File: config.mk
export PLATFORM = sky130hd
export DESIGN_NAME = f2i_conv
export DESIGN_NICKNAME = d
export VERILOG_FILES = /design/src/rtl/f2i_pkg.sv /design/src/rtl/f2i_classify.sv /design/src/rtl/f2i_align.sv /design/src/rtl/f2i_round.sv /design/src/rtl/f2i_conv.sv
export SDC_FILE = /design/constraint.sdc
export NUM_CORES = 1
export LEC_CHECK = 0
export BUFFER_PORTS_ARGS = -buffer_cell sky130_fd_sc_hd__buf_2
export CAP_MARGIN = 0
export CORE_MARGIN = 4
export CORE_UTILIZATION = 50
export DETAILED_ROUTE_END_ITERATION = 10
export PLACE_DENSITY = 0.68
export SLEW_MARGIN = 20
export SYNTH_ARGS = -nofsm -noshare
export SYNTH_HDL_FRONTEND = slang
export SYNTH_SLANG_ARGS = --single-unit
File: constraint.sdc
create_clock -name clk -period 38.7 [get_ports clk]
set_clock_uncertainty 0.2 [all_clocks]
set_input_delay 3.87 -clock clk [delete_from_list [all_inputs] [get_ports clk]]
set_output_delay 3.87 -clock clk [all_outputs]
set_load 0.02 [all_outputs]
File: src/rtl/f2i_pkg.sv
`timescale 1ns/1ps
package f2i_pkg;

    localparam int DBL_W = 64;
    localparam int EXP_W = 11;
    localparam int MAN_W = 52;
    localparam int BIAS  = 1023;
    localparam int ALN_W = 64;                   // aligned significand width
    localparam int PAD_W = ALN_W - 1 - MAN_W;    // zero padding below fraction
    localparam int SH_W  = $clog2(ALN_W) + 1;    // shift amount width

    typedef enum logic [1:0] {
        RM_NEAREST = 2'd0,
        RM_UP      = 2'd1,
        RM_DOWN    = 2'd2,
        RM_ZERO    = 2'd3
    } rmode_e;

    typedef struct packed {
        logic             sign;
        logic [EXP_W-1:0] exp;
        logic [MAN_W-1:0] man;
    } dbl_t;

    typedef struct packed {
        logic nan;
        logic big;     // saturating exponent range (includes inf/NaN)
        logic mid;     // value needs shifting and rounding
        logic zero;
        logic denorm;
    } cls_t;

    function automatic rmode_e eff_mode(logic trunc, logic [1:0] rm);
        return trunc ? RM_ZERO : rmode_e'(rm);
    endfunction

    // Amount added to the left-justified remainder; a carry out bumps the result.
    function automatic logic [ALN_W-1:0] round_incr(rmode_e m, logic neg, logic lsb);
        logic [ALN_W-1:0] half;
        half = {1'b1, {(ALN_W-1){1'b0}}};
        case (m)
            RM_NEAREST: return lsb ? half : half - ALN_W'(1);
            RM_ZERO:    return '0;
            default:    return ((m == RM_UP) ^ neg) ? '1 : '0;
        endcase
    endfunction

endpackage

File: src/rtl/f2i_classify.sv
`timescale 1ns/1ps
module f2i_classify
    import f2i_pkg::*;
#(
    parameter int INT_W = 32
) (
    input  logic [DBL_W-1:0] raw,
    output dbl_t             fld,
    output cls_t             cls
);
    localparam logic [EXP_W-1:0] BIG_EXP = EXP_W'(BIAS + INT_W);
    localparam logic [EXP_W-1:0] MID_EXP = EXP_W'(BIAS - 1);

    logic exp_all1;
    logic man_nz;

    always_comb begin
        fld        = dbl_t'(raw);
        exp_all1   = &fld.exp;
        man_nz     = |fld.man;
        cls.nan    = exp_all1 & man_nz;
        cls.big    = fld.exp >= BIG_EXP;
        cls.mid    = !cls.big && (fld.exp >= MID_EXP);
        cls.zero   = (fld.exp == '0) && !man_nz;
        cls.denorm = (fld.exp == '0) && man_nz;
    end

endmodule

File: src/rtl/f2i_align.sv
`timescale 1ns/1ps
module f2i_align
    import f2i_pkg::*;
#(
    parameter int INT_W = 32
) (
    input  logic [EXP_W-1:0] exp,
    input  logic [MAN_W-1:0] man,
    output logic [INT_W-1:0] int_part,
    output logic [ALN_W-1:0] rem
);
    logic [ALN_W-1:0] aligned;
    logic [SH_W-1:0]  sh;

    // Hidden one at the MSB; right shift of (BIAS+ALN_W-1-exp) leaves the integer.
    always_comb begin
        aligned  = {1'b1, man, {PAD_W{1'b0}}};
        sh       = SH_W'(EXP_W'(BIAS + ALN_W - 1) - exp);
        int_part = INT_W'(aligned >> sh);
        rem      = aligned << (SH_W'(ALN_W) - sh);
    end

endmodule

File: src/rtl/f2i_round.sv
`timescale 1ns/1ps
module f2i_round
    import f2i_pkg::*;
#(
    parameter int INT_W = 32
) (
    input  cls_t             cls,
    input  logic             sign,
    input  logic             is_signed,
    input  rmode_e           mode,
    input  logic [INT_W-1:0] int_part,
    input  logic [ALN_W-1:0] rem,
    output logic [INT_W-1:0] value,
    output logic             invalid,
    output logic             inexact,
    output logic             denorm
);
    localparam logic [INT_W-1:0] UMAX = {INT_W{1'b1}};
    localparam logic [INT_W-1:0] SMAX = {1'b0, {(INT_W-1){1'b1}}};
    localparam logic [INT_W-1:0] SMIN = {1'b1, {(INT_W-1){1'b0}}};

    logic             neg;
    logic [ALN_W-1:0] incr;
    logic             carry;
    logic             bump;
    logic [INT_W:0]   mag;
    logic [INT_W:0]   lim;

    always_comb begin
        neg     = sign & ~cls.nan;
        incr    = round_incr(mode, neg, int_part[0]);
        carry   = ALN_W'(rem + incr) < rem;
        bump    = carry && (int_part != UMAX);
        mag     = {1'b0, int_part} + (INT_W+1)'(bump);
        lim     = {1'b0, SMAX} + (INT_W+1)'(neg);
        value   = '0;
        invalid = 1'b0;
        inexact = 1'b0;
        denorm  = cls.denorm;

        if (cls.nan && is_signed) begin
            invalid = 1'b1;
        end else if (cls.nan || cls.big) begin
            invalid = 1'b1;
            if (is_signed) value = neg ? SMIN : SMAX;
            else           value = neg ? '0 : UMAX;
        end else if (cls.mid) begin
            if (is_signed) begin
                if (mag > lim) begin
                    mag     = lim;
                    invalid = 1'b1;
                end else if (|rem) begin
                    inexact = 1'b1;
                end
                value = neg ? INT_W'(-mag) : INT_W'(mag);
            end else begin
                value = int_part + INT_W'(bump);
                if (carry && !bump) invalid = 1'b1;
                if (neg && (value != '0)) begin
                    value   = '0;
                    invalid = 1'b1;
                end else if (|rem) begin
                    inexact = 1'b1;
                end
            end
        end else if (!cls.zero) begin
            inexact = 1'b1;
            if (mode == RM_UP && !sign) begin
                value = INT_W'(1);
            end else if (mode == RM_DOWN && sign) begin
                if (is_signed) value = UMAX;
                else           invalid = 1'b1;
            end
        end
    end

endmodule

File: src/rtl/f2i_conv.sv
`timescale 1ns/1ps
module f2i_conv
    import f2i_pkg::*;
#(
    parameter int INT_W = 32
) (
    input  logic             clk,
    input  logic             rst,
    input  logic             in_valid,
    input  logic [DBL_W-1:0] in_data,
    input  logic             in_signed,
    input  logic             in_trunc,
    input  logic [1:0]       in_rmode,
    output logic             out_valid,
    output logic [INT_W-1:0] out_int,
    output logic             out_invalid,
    output logic             out_inexact,
    output logic             out_denorm
);
    dbl_t             fld;
    cls_t             cls;
    rmode_e           mode;
    logic [INT_W-1:0] int_part;
    logic [ALN_W-1:0] rem;
    logic [INT_W-1:0] nxt_int;
    logic             nxt_inv;
    logic             nxt_inx;
    logic             nxt_den;

    assign mode = eff_mode(in_trunc, in_rmode);

    f2i_classify #(.INT_W(INT_W)) u_cls (
        .raw (in_data),
        .fld (fld),
        .cls (cls)
    );

    f2i_align #(.INT_W(INT_W)) u_aln (
        .exp      (fld.exp),
        .man      (fld.man),
        .int_part (int_part),
        .rem      (rem)
    );

    f2i_round #(.INT_W(INT_W)) u_rnd (
        .cls       (cls),
        .sign      (fld.sign),
        .is_signed (in_signed),
        .mode      (mode),
        .int_part  (int_part),
        .rem       (rem),
        .value     (nxt_int),
        .invalid   (nxt_inv),
        .inexact   (nxt_inx),
        .denorm    (nxt_den)
    );

    always_ff @(posedge clk) begin
        if (rst) begin
            out_valid   <= 1'b0;
            out_int     <= '0;
            out_invalid <= 1'b0;
            out_inexact <= 1'b0;
            out_denorm  <= 1'b0;
        end else begin
            out_valid <= in_valid;
            if (in_valid) begin
                out_int     <= nxt_int;
                out_invalid <= nxt_inv;
                out_inexact <= nxt_inx;
                out_denorm  <= nxt_den;
            end
        end
    end

    AST_VALID_FOLLOWS: assert property (@(posedge clk) disable iff (rst)
        in_valid |=> out_valid);
    AST_VALID_IDLE: assert property (@(posedge clk) disable iff (rst)
        !in_valid |=> !out_valid);
    AST_ZERO_QUIET: assert property (@(posedge clk) disable iff (rst)
        (in_valid && in_data[DBL_W-2:0] == '0) |=>
        (out_int == '0 && !out_invalid && !out_inexact && !out_denorm));
    AST_DENORM_INEXACT: assert property (@(posedge clk) disable iff (rst)
        (out_valid && out_denorm) |-> out_inexact);
    AST_SIGNED_NAN: assert property (@(posedge clk) disable iff (rst)
        (in_valid && in_signed && (&in_data[DBL_W-2 -: EXP_W]) && (|in_data[MAN_W-1:0]))
        |=> (out_int == '0 && out_invalid));
    AST_UNSIGNED_NEG: assert property (@(posedge clk) disable iff (rst)
        (in_valid && !in_signed && in_data[DBL_W-1] && !(&in_data[DBL_W-2 -: EXP_W]))
        |=> (out_int == '0));

endmodule

==> Word-level counts from Yosys, hierarchy flattened <==
Cells that the tools add are included.
W data, S select, Z words.
{ "totals": {"regBits": 36} }
{ "classes": {"bitwise": 4, "add_sub_neg": 7, "n_reduce_logical": 20, "shifts": 2, "eq_ne": 4, "muxes": 41, "order_cmp": 4} }
{ "op_table": {"columns": ["op", "n"], "rows": [
  ["$mux W32", 18],
  ["$mux W64", 2],
  ["$pmux W64 S2", 1],
  ["$add A64 B64 Y64", 1],
  ["$lt A64 B64 Y1", 1],
  ["$reduce_or A64 Y1", 1],
  ["$shl A64 B7 Y64", 1],
  ["$shr A64 B7 Y32", 1],
  ["$reduce_or A52 Y1", 1],
  ["$add A32 B1 Y33", 1],
  ["$gt A33 B32 Y1", 1],
  ["$add A31 B1 Y32 const A", 1],
  ["$add A32 B1 Y32", 1],
  ["$ne A32 B32 Y1 const B", 1],
  ["$neg A32 Y32", 1],
  ["$reduce_bool A32 Y1", 1],
  ["$mux W1", 19],
  ["$ge A11 B10 Y1 const B", 1],
  ["$ge A11 B11 Y1 const B", 1],
  ["$logic_not A11 Y1", 1],
  ["$reduce_and A11 Y1", 1],
  ["$logic_and A1 B1 Y1", 9],
  ["$sub A6 B7 Y7 const A", 1],
  ["$sub A7 B7 Y7 const A", 1],
  ["other kinds (9)", 14]
]} }

==> Depth between registers and ports, before layout <==
Gate-level depths: netlist (run 1).
{ "depth": {"depth_word": 23, "mapped_depth": 84, "ltp_nobuf": 70} }

==> Hierarchy <==
From an unflattened synthesis (run 1), not the netlist that was laid out.
{ "unflattened": {"hier_cells": 2344, "area_unflattened_um2": 17526.8} }
{ "modules_own_cells": {"columns": ["module", "area_per_inst_um2", "cells_per_inst", "n_inst"], "rows": [
  ["f2i_round", 8521.9, 1248, 1],
  ["f2i_align", 6996.7, 880, 1],
  ["f2i_conv", 1310.0, 117, 1],
  ["f2i_classify", 698.2, 99, 1]
]} }

==> Worst setup path before layout (run 1) <==
Ideal clock, no wire load.
{ "synth_path": {"path_kind": "in2reg", "from": "input in_data[52]", "to": "register out_int[28]", "required_ns": 38.376, "setup_ns": 0.124, "path_slack_ns": 20.202, "t_arrival_ns": 18.173, "cell_stages": 75, "path_cell_list": "buf_6 buf_6 inv_2 buf_4 clkbuf_1 clkbuf_1 ha_1 buf_4 buf_6 buf_6 buf_4 mux4_2 mux2i_1 and4_1 a2111oi_0 o31a_1 nor2_1 nor2_1 (+39 left out) a22oi_1 o211ai_1 a221oi_1 o21ai_0 o2bb2ai_2 buf_4 buf_4 buf_2 o21ai_0 ha_1 nand2_1 o21ba_2 and3_1 a221oi_2 a211oi_1 o31a_1 a211oi_1 o21ai_1"} }
{ "synth_between": {"elab_chain_cells": 23, "word_cells_on_any_way": 46} }
{ "synth_rtl": {"columns": ["item", "line_no", "rtl"], "rows": [
  ["start, declared", "f2i_conv.sv:10", "input logic [DBL_W-1:0] in_data,"],
  ["parallel branches: the longest is 22 deep, another holds $add A64 B64 Y64", null, null],
  ["$mux W32 *", "f2i_round.sv:41", "if (cls.nan && is_signed) begin"],
  ["end signal, assigned", "f2i_conv.sv:68", "out_int <= nxt_int;"],
  ["end, declared", "f2i_conv.sv:15", "output logic [INT_W-1:0] out_int,"]
]} }
Every way passes the cells marked *. The select of a mux whose other input is x is not followed.
A chain may end at the register's enable or synchronous reset.

==> Worst setup path in the final report (run 1) <==
{ "layout_path": {"from": "input in_data[52]", "to": "register out_int[26]"} }
The elaborated chain is that of the path after synthesis.

==> results by group, run 1 <==
Routing
  – Final wirelength: approximately 67000 microns
  – Vias: 18.8k
  – Drt pass-1 iters: 7
  – Max layer used: met4
  – DR WL met3: 6910 microns
  – DRC viols: 0
  – Initial DRC Count: 2242
  – Via density: around 7
  – Wirelength per Cell: around 25 microns
  – Met2 WL post-DR: 28900 microns
  – Antenna Nets Post-Route: 0
  – Routed length on met1: 27700 microns

Power
  – Pint: 225 uW
  – Clock power share: 0.079
  – P_leak: between 0.007 and 0.008 uW
  – Power share of the combinational group: 0.839
  – Switching Share: 0.555
  – Power Density: 28.9 mW/mm^2
  – Seq pwr share: 0.082
  – Net switching power: roughly 280 uW
  – Worst IR Drop VDD: between 0.02 and 0.03 mV

Min path
  – Worst Hold Class: flip-flop to flip-flop

Synthesis
  – Post-synthesis sequential area ratio: 0.0433
  – Synth Instances: 2223
  – Post-synth EDFFs: 0
  – Synthesized Nets: 2443
  – Fraction of registers with async set/reset: 0
  – Synthesized area: 0.0166 sq mm
  – Cell variety after synth: 105
  – Yosys reg bits: 36
  – Synth Area per Inst: 7.49 sq um
  – Synth Warn #: 0
  – Main flop type after synthesis: dfxtp_1

CTS
  – Post-CTS setup buffers: 0
  – CTS Hold Buffers Added: 0
  – TritonCTS buffer count: 5
  – H-tree levels: 2
  – Root Driver: clkbuf_16
  – CTS tree: yes
  – Max Buffers Root-to-Sink: 2
  – Worst skew pair latency: ~0.28 ns
  – Sink Count: 36
  – CTS resizes: 0
  – CTS clock-pin slew for the worst setup and hold paths: 0.06 ns

Global routing
  – Largest net degree at the start of global routing: 74
  – GRT Util Overall: 0.356
  – First-pass GRT wire length: 103000 microns
  – Initial antenna violation count: 1
  – Number of global-route vias before repair: 17.4k
  – Grt total ovfl: 0

Status
  – Status: complete, no violations

Critical path
  – Reg2reg setup slack: 37.59 ns
  – Critical Path AT: 21.22 ns
  – Nature of the critical path endpoint: flip-flop
  – Most used cell, CP: o21ai_0
  – Required @ worst endpoint: 38.66 ns
  – CP startpoint kind: input port
  – Crit-path slowest cell: buf_4
  – Crit Path Class: input port to flip-flop
  – Critical Path Max Stage Delay: 0.86 ns
  – CP max FO: 71

Finish
  – FF+latch area: roughly 720 sq um
  – Commonest non-fill, non-tap cell in the layout: nand2_1
  – Fill cell count: 3320
  – Layout Nets: 2460
  – Layout cells sized above 1: 0.160
  – Area Overhead vs Synth: 5.25%
  – Most frequent cells in the layout: nand2_1 (253), nor2_1 (179), a21oi_1 (173)
  – Multi-input gate area: 0.0149 sq mm
  – Final core utilization: 0.536

Placed design
  – GP Congestion: 0.990
  – # port buffers: 106
  – DP HPWL: 53000 microns

STA
  – Minimum clock period after layout: 21.27 ns
  – Slew Viols, Final: 0
  – Setup tns final: 0 ns
  – Fmax: about 47 MHz
  – Hold Fails Final Rpt: 0
  – Slew margin rel.: 0.209
  – Worst Tran Pin Value: 1.18 ns
  – Tcrit/Tclk final: 0.550
  – RSZ-0062 raised after global routing: no
  – Final setup viols: 0

Floorplanning
  – Die ar.: roughly 0.036 sq mm
  – Core area: 0.0327 sq mm
  – Initial core utilization: 0.509
  – I/O Pins: approximately 110
  – Die Y: 190 microns
  – Horiz. Die Dim: 190 microns
  – Row count: 66

Run
  – Max_cap viols: 0
[cells in the mapped netlist, drive strengths merged (6+ instances only)]
master | instances | area, sq um
a211o | 7 | 61.3
a211oi | 23 | 190
a21boi | 6 | 45.0
a21o | 71 | 533
a21oi | 174 | 875
a221o | 13 | 130
a221oi | 14 | 129
a22oi | 11 | 87.6
a2bb2oi | 6 | 52.6
a311oi | 12 | 105
a31oi | 31 | 194
a41oi | 7 | 61.3
and2 | 20 | 125
and3 | 23 | 149
and4 | 6 | 55.1
buf | 63 | 455
clkbuf | 71 | 274
dfxtp | 36 | 721
ha | 148 | 1850
inv | 103 | 387
mux2 | 61 | 687
mux2i | 101 | 1010
mux4 | 96 | 2170
nand2 | 253 | 950
nand2b | 32 | 200
nand3 | 66 | 343
nand4 | 53 | 332
nor2 | 180 | 678
nor2b | 18 | 113
nor3 | 56 | 297
nor4 | 34 | 238
o211ai | 26 | 195
o21a | 13 | 97.6
o21ai | 132 | 664
o21bai | 19 | 143
o22ai | 13 | 81.3
o31ai | 15 | 126
o32ai | 6 | 52.6
or2 | 12 | 75.1
or3 | 15 | 93.8
xnor2 | 67 | 613
xor2 | 27 | 244
[routing by layer]
layer / vias up / global-route usage
met3: 201 / 0.0610
met4: 0 / 0.157
met2: 1166 / 0.548
li1: 8522 / -
met5: - / 0
met1: 8909 / 0.489
[cell type report]
| cell class | count | share of cell area |
|---|---|---|
| multi-input cells | 1950 | 0.850 |
| repair buffers | 144 | 0.0467 |
| flip-flops and latches | 36 | 0.0411 |
| well taps | 442 | 0.0316 |
| inverters | 103 | 0.0221 |
| clock buffers | 5 | 0.00714 |
| clock inverters | 3 | 0.00107 |
| diodes | 2 | 0.000286 |
[metrics by stage]
stage	setup WS (ns)	cells	hold slack [ns]	area (sq um)	power [uW]
finish	17.43	2685	0.239	17500	506
global route	15.88	2684	0.260	17500	543
CTS	17.75	2683	0.241	17500	494
detailed placement	17.52	2675	0.233	17400	452
global placement	18.06	2675	0.230	17400	448
floorplan	20.20	2223	0.316	16600	341
[power groups by stage]
stage	registers [uW]	clock network [uW]	logic, uW
after floorplan	45.3	0	296
after global placement	42.3	0	406
after detailed placement	42.3	0	410
after CTS	41.5	40.3	412
after global routing	41.8	41.5	460
final	41.5	39.8	425
[state kept, by name, summed over array words and instances, names as in the netlist]
name,cells
out_int,32
out_denorm,1
out_inexact,1
out_invalid,1
out_valid,1
[worst max-delay path: cells and delay by family]
family,cells,cell delay (ns)
AOI/OAI and AO/OA,35,7.26
buffers and inverters,7,2.63
adders and majority gates,6,2.35
and+or+nand+nor,17,3.56
muxes,3,1.31
xor gates and xnor gates,1,0.14
[path summary, 6_finish.rpt]
check	startpoint	endpoint	depth (start not counted)
worst max register to register	out_int[11]	out_int[11]	3
worst min-delay path	out_int[30]	out_int[30]	2
worst min register to register	out_int[30]	out_int[30]	2
worst max-delay path	in_data[52]	out_int[26]	69
[kinds of logic (layout without fill, tap and decap cells)]
logic type,Yosys count,after routing,synth area share
buffers and inverters,237,255,0.0670
and+or+nand+nor,796,796,0.233
adders and majority gates,149,149,0.112
xor gates and xnor gates,94,94,0.0515
other,0,2,0
AOI/OAI and AO/OA,653,653,0.260
muxes,258,258,0.232
DFF,36,36,0.0433
Note: power is estimated with default switching activity, not from simulation.
==> run 2: changes to the inputs <==
--- a/config.mk
+++ b/config.mk
@@ -5,6 +5,7 @@
 export SDC_FILE = /design/constraint.sdc
 export NUM_CORES = 1
 export LEC_CHECK = 0
+export ABC_AREA = 1
 export BUFFER_PORTS_ARGS = -buffer_cell sky130_fd_sc_hd__buf_2
 export CAP_MARGIN = 0
 export CORE_MARGIN = 4
==> constraint.sdc (replaced) <==
create_clock -name clk -period 22.3 [get_ports clk]
set_clock_uncertainty 0.2 [all_clocks]
set_input_delay 2.23 -clock clk [delete_from_list [all_inputs] [get_ports clk]]
set_output_delay 2.23 -clock clk [all_outputs]
set_load 0.02 [all_outputs]
==> run 2 against run 1 <==
- flip-flop and latch count unchanged
- first-iteration DRC count increased by 26%
- final area increased by 1.4%
- cell count increased by 39%
- clock power increased by 72%
- die area increased by 3.1%
- global-route usage decreased by 0.75 points
- routed wire length increased by 3.4%
- synthesized cell count increased by 49%
- largest power group unchanged
- count of clock-buffer cells in the layout unchanged
- total power increased by 64%
- worst hold slack improved by 0.024 ns
==> results by group, run 2 <==
Status
  – Status: complete, no violations (unchanged)

STA
  – Hold Fails Final Rpt: 0 (unchanged)
  – Worst hold slack: 0.263 ns (was 0.239 ns)
  – Tcrit/Tclk final: 0.791
  – Worst Tran Pin Value: 0.980 ns (was 1.18 ns)
  – RSZ-0062 raised after global routing: no (unchanged)
  – Setup tns final: 0 ns (unchanged)
  – Slew Viols, Final: 0 (unchanged)
  – Slew margin rel.: 0.346 (was 0.209)
  – Minimum clock period after layout: 17.63 ns
  – Final setup viols: 0 (unchanged)
  – Fmax: 56.7 MHz

CTS
  – Root Driver: clkbuf_16 (unchanged)
  – Sink Count: 36 (unchanged)
  – Worst skew pair latency: 0.28 ns (about the same)
  – Max Buffers Root-to-Sink: 2 (unchanged)
  – CTS tree: yes (unchanged)
  – Post-CTS setup buffers: 0 (unchanged)
  – H-tree levels: 2 (unchanged)
  – CTS resizes: 0 (unchanged)
  – TritonCTS buffer count: 5 (unchanged)
  – CTS clock-pin slew for the worst setup and hold paths: 0.06 ns (about the same)
  – CTS Hold Buffers Added: 0 (unchanged)

Global routing
  – First-pass GRT wire length: 109000 microns (was 103000 microns)
  – Grt total ovfl: 0 (unchanged)
  – Initial antenna violation count: 0 (was 1)
  – GRT Util Overall: 0.348 (was 0.356)
  – Number of global-route vias before repair: 20.3k (was 17.4k)
  – Largest net degree at the start of global routing: 70 (was 74)

Placed design
  – # port buffers: 106 (unchanged)
  – GP Congestion: 1.07 (was 0.990)
  – DP HPWL: 56200 microns (was 53000 microns)
  – Dpl cell area: 0.0176 sq mm (was 0.0174 sq mm)

Synthesis
  – Post-synthesis sequential area ratio: 0.0419 (was 0.0433)
  – Commonest cells post-synth: nand2_1 (1053), nand3_1 (552), inv_1 (342) (was nand2_1 (253), nor2_1 (179), a21oi_1 (173))
  – Yosys top cell by area: nand2_1 (was mux4_2)
  – Post-synth EDFFs: 0 (unchanged)
  – Synthesized area: 0.0172 sq mm (was 0.0166 sq mm)
  – Post-synth top area share: 0.230 (was 0.127)
  – Mux cell area share after synthesis: 0.00524 (was 0.232)
  – Adder-cell share of the synthesized area: 0.109 (was 0.112)
  – Compound-Gate Fraction of Synth Area: 0.159 (was 0.260)
  – Synthesized Nets: 3522 (was 2443)
  – Fraction of registers with async set/reset: 0 (unchanged)
  – Synth Area per Inst: 5.20 sq um (was 7.49 sq um)
  – Main combinational cell family by area after synthesis: simple AND/OR/NAND/NOR gates (was compound AO/OA/AOI/OAI gates)
  – Yosys reg bits: 36 (unchanged)
  – Synth Warn #: 0 (unchanged)
  – Simple-gate share of the synthesized area: 0.521 (was 0.233)
  – Post-Synth XOR/XNOR Area: 0.0336 (was 0.0515)
  – Synth Instances: 3302 (was 2223)
  – Main flop type after synthesis: dfxtp_1 (unchanged)
  – Most common cell in the netlist: nand2_1 (unchanged)
  – Top post-synthesis cells by area: nand2_1 (23%), nand3_1 (16%), ha_1 (11%) (was mux4_2 (13%), ha_1 (11%), mux2i_1 (6.1%))
  – Cell variety after synth: 69 (was 105)

Critical path
  – Worst R2R Start: out_invalid (was out_int[11])
  – R2r endpoint: out_invalid (was out_int[11])
  – CP endpoint: out_int[30] (was out_int[26])
  – Nature of the critical path endpoint: flip-flop (unchanged)
  – Required @ worst endpoint: 22.31 ns (was 38.66 ns)
  – CP max FO: 59 (was 71)
  – Most used cell, CP: nand2_1 (was o21ai_0)
  – Reg2reg setup slack: 21.41 ns (was 37.59 ns)
  – R2r worst-path depth: 2 (was 3)
  – Critical Path AT: 17.64 ns (was 21.22 ns)
  – Crit Path Class: input port to flip-flop (unchanged)
  – Stages on worst setup path: 84 (was 69)
  – CP startpoint kind: input port (unchanged)
  – Beginning of the critical path: in_data[52] (unchanged)
  – Critical Path Max Stage Delay: 0.56 ns (was 0.86 ns)
  – Crit-path slowest cell: inv_2 (was buf_4)
  – Crit path buf inv count: 8 (was 7)
  – Delay-heaviest family, CP: simple AND/OR/NAND/NOR gates (was compound AO/OA/AOI/OAI gates)

Routing
  – Drt pass-1 iters: 6 (was 7)
  – Final wirelength: 69400 microns (was 67100 microns)
  – Antenna Nets Post-Route: 0 (unchanged)
  – Vias: 22.4k (was 18.8k)
  – Via density: 5.99 (was 7.00)
  – Initial DRC Count: 2824 (was 2242)
  – DRC viols: 0 (unchanged)
  – Wirelength per Cell: 18.6 microns (was 25.0 microns)

Finish
  – Final instance area: 0.0178 sq mm (was 0.0175 sq mm)
  – Area Overhead vs Synth: 3.41% (was 5.25%)
  – Flip-flop count of the largest register after layout: 32 (unchanged)
  – Largest reg by FF count: out_int (unchanged)
  – Layout Nets: 3510 (was 2460)
  – Antenna Cells: 0 (was 2)
  – Layout cells sized above 1: 0.0723 (was 0.160)
  – Most frequent cells in the layout: nand2_1 (1052), nand3_1 (552), inv_1 (341) (was nand2_1 (253), nor2_1 (179), a21oi_1 (173))
  – Commonest non-fill, non-tap cell in the layout: nand2_1 (unchanged)

Floorplanning
  – Initial core utilization: 0.510 (was 0.509)
  – Row count: 67 (was 66)
  – I/O Pins: 107 (unchanged)
  – Core area: 0.0337 sq mm (was 0.0327 sq mm)
  – Die Y: 193 microns (was 190 microns)
  – Horiz. Die Dim: 193 microns (was 190 microns)
  – Die ar.: 0.0374 sq mm (was 0.0363 sq mm)

Power
  – Worst IR Drop VDD: 0.0445 mV (was 0.0284 mV)
  – Power Density: 46.7 mW/mm^2 (was 28.9 mW/mm^2)
  – P_leak: 0.00963 uW (was 0.00766 uW)
  – Total power: 830 uW (was 506 uW)

Run
  – Max_cap viols: 0 (unchanged)

Min path
  – Worst Hold Class: flip-flop to flip-flop (unchanged)
[run 2: changes by cell type after synthesis, moves of 25 or more]
cell      previous run  this run
nand2_1            253      1053
nand3_1             65       552
inv_1              101       342
mux4_2              94         0
mux2i_1            101         9
o21ai_0            122       200
a21o_1              71         2
nor2_1             179       245
mux2_2              61         0
xnor2_1             65        12
nand2b_1            32         0
nor3_1              54        29
[run 2: cell families after synthesis]
| family | count (synthesis) |
|---|---|
| flip-flops | 36 |
| AND/OR/NAND/NOR | 2040 |
| multiplexers | 9 |
| buffers and inverters | 514 |
| XOR/XNOR | 62 |
| adder cells (fa/ha/maj) | 149 |
| AO/OA/AOI/OAI | 492 |
[run 2: worst min-delay path, delay by kind of cell, from the launching register on]
kind            cells  cell delay [ns]
flops               1             0.30
compound gates      1             0.05
simple gates        1             0.06
[run 2: area by class of cell]
type,count,area [sq um]
Sequential cell,36,721
Timing Repair Buffer,126,681
Inverter,369,1390
Tap cell,448,561
Multi-Input combinational cell,2752,14300
Clock buffer,5,125
Fill cell,3826,15900
Clock inverter,3,18.8
[run 2: where the power goes]
part	internal, uW	leakage, uW	total [uW]	switching (uW)
Clock	41.1	0.0000736	68.6	27.5
Sequential	68.8	0.000296	71.2	2.38
Combinational	215	0.00926	690	475
Total	325	0.00963	830	505
[run 2: through the flow]
stage	setup slack (ns)	std cells	utilization
detailed placement	4.87	3731	0.523
global placement	5.11	3731	0.523
global route	3.38	3739	0.527
finish	4.67	3739	0.527
floorplan	5.50	3302	-
CTS	5.13	3739	0.527
[run 2: how the worst min path moves through the flow]
stage	startpoint	slack, ns	depth (start not counted)	endpoint
4_1_cts	out_int[26]	0.26	2	out_int[26]
3_3_place_gp	out_int[21]	0.25	2	out_int[21]
6_report	out_int[26]	0.26	2	out_int[26]
5_1_grt	out_int[2]	0.28	2	out_int[2]
3_5_place_dp	out_int[26]	0.25	2	out_int[26]
2_1_floorplan	out_int[0]	0.34	2	out_int[0]
[run 2: routing by layer]
metal  track usage  vias up  part of all wire
li1              -    10960                 -
met1         0.495    10144              0.44
met2         0.546     1142              0.43
met3        0.0478      147             0.097
met4         0.108        0             0.037
met5             0        -                 0
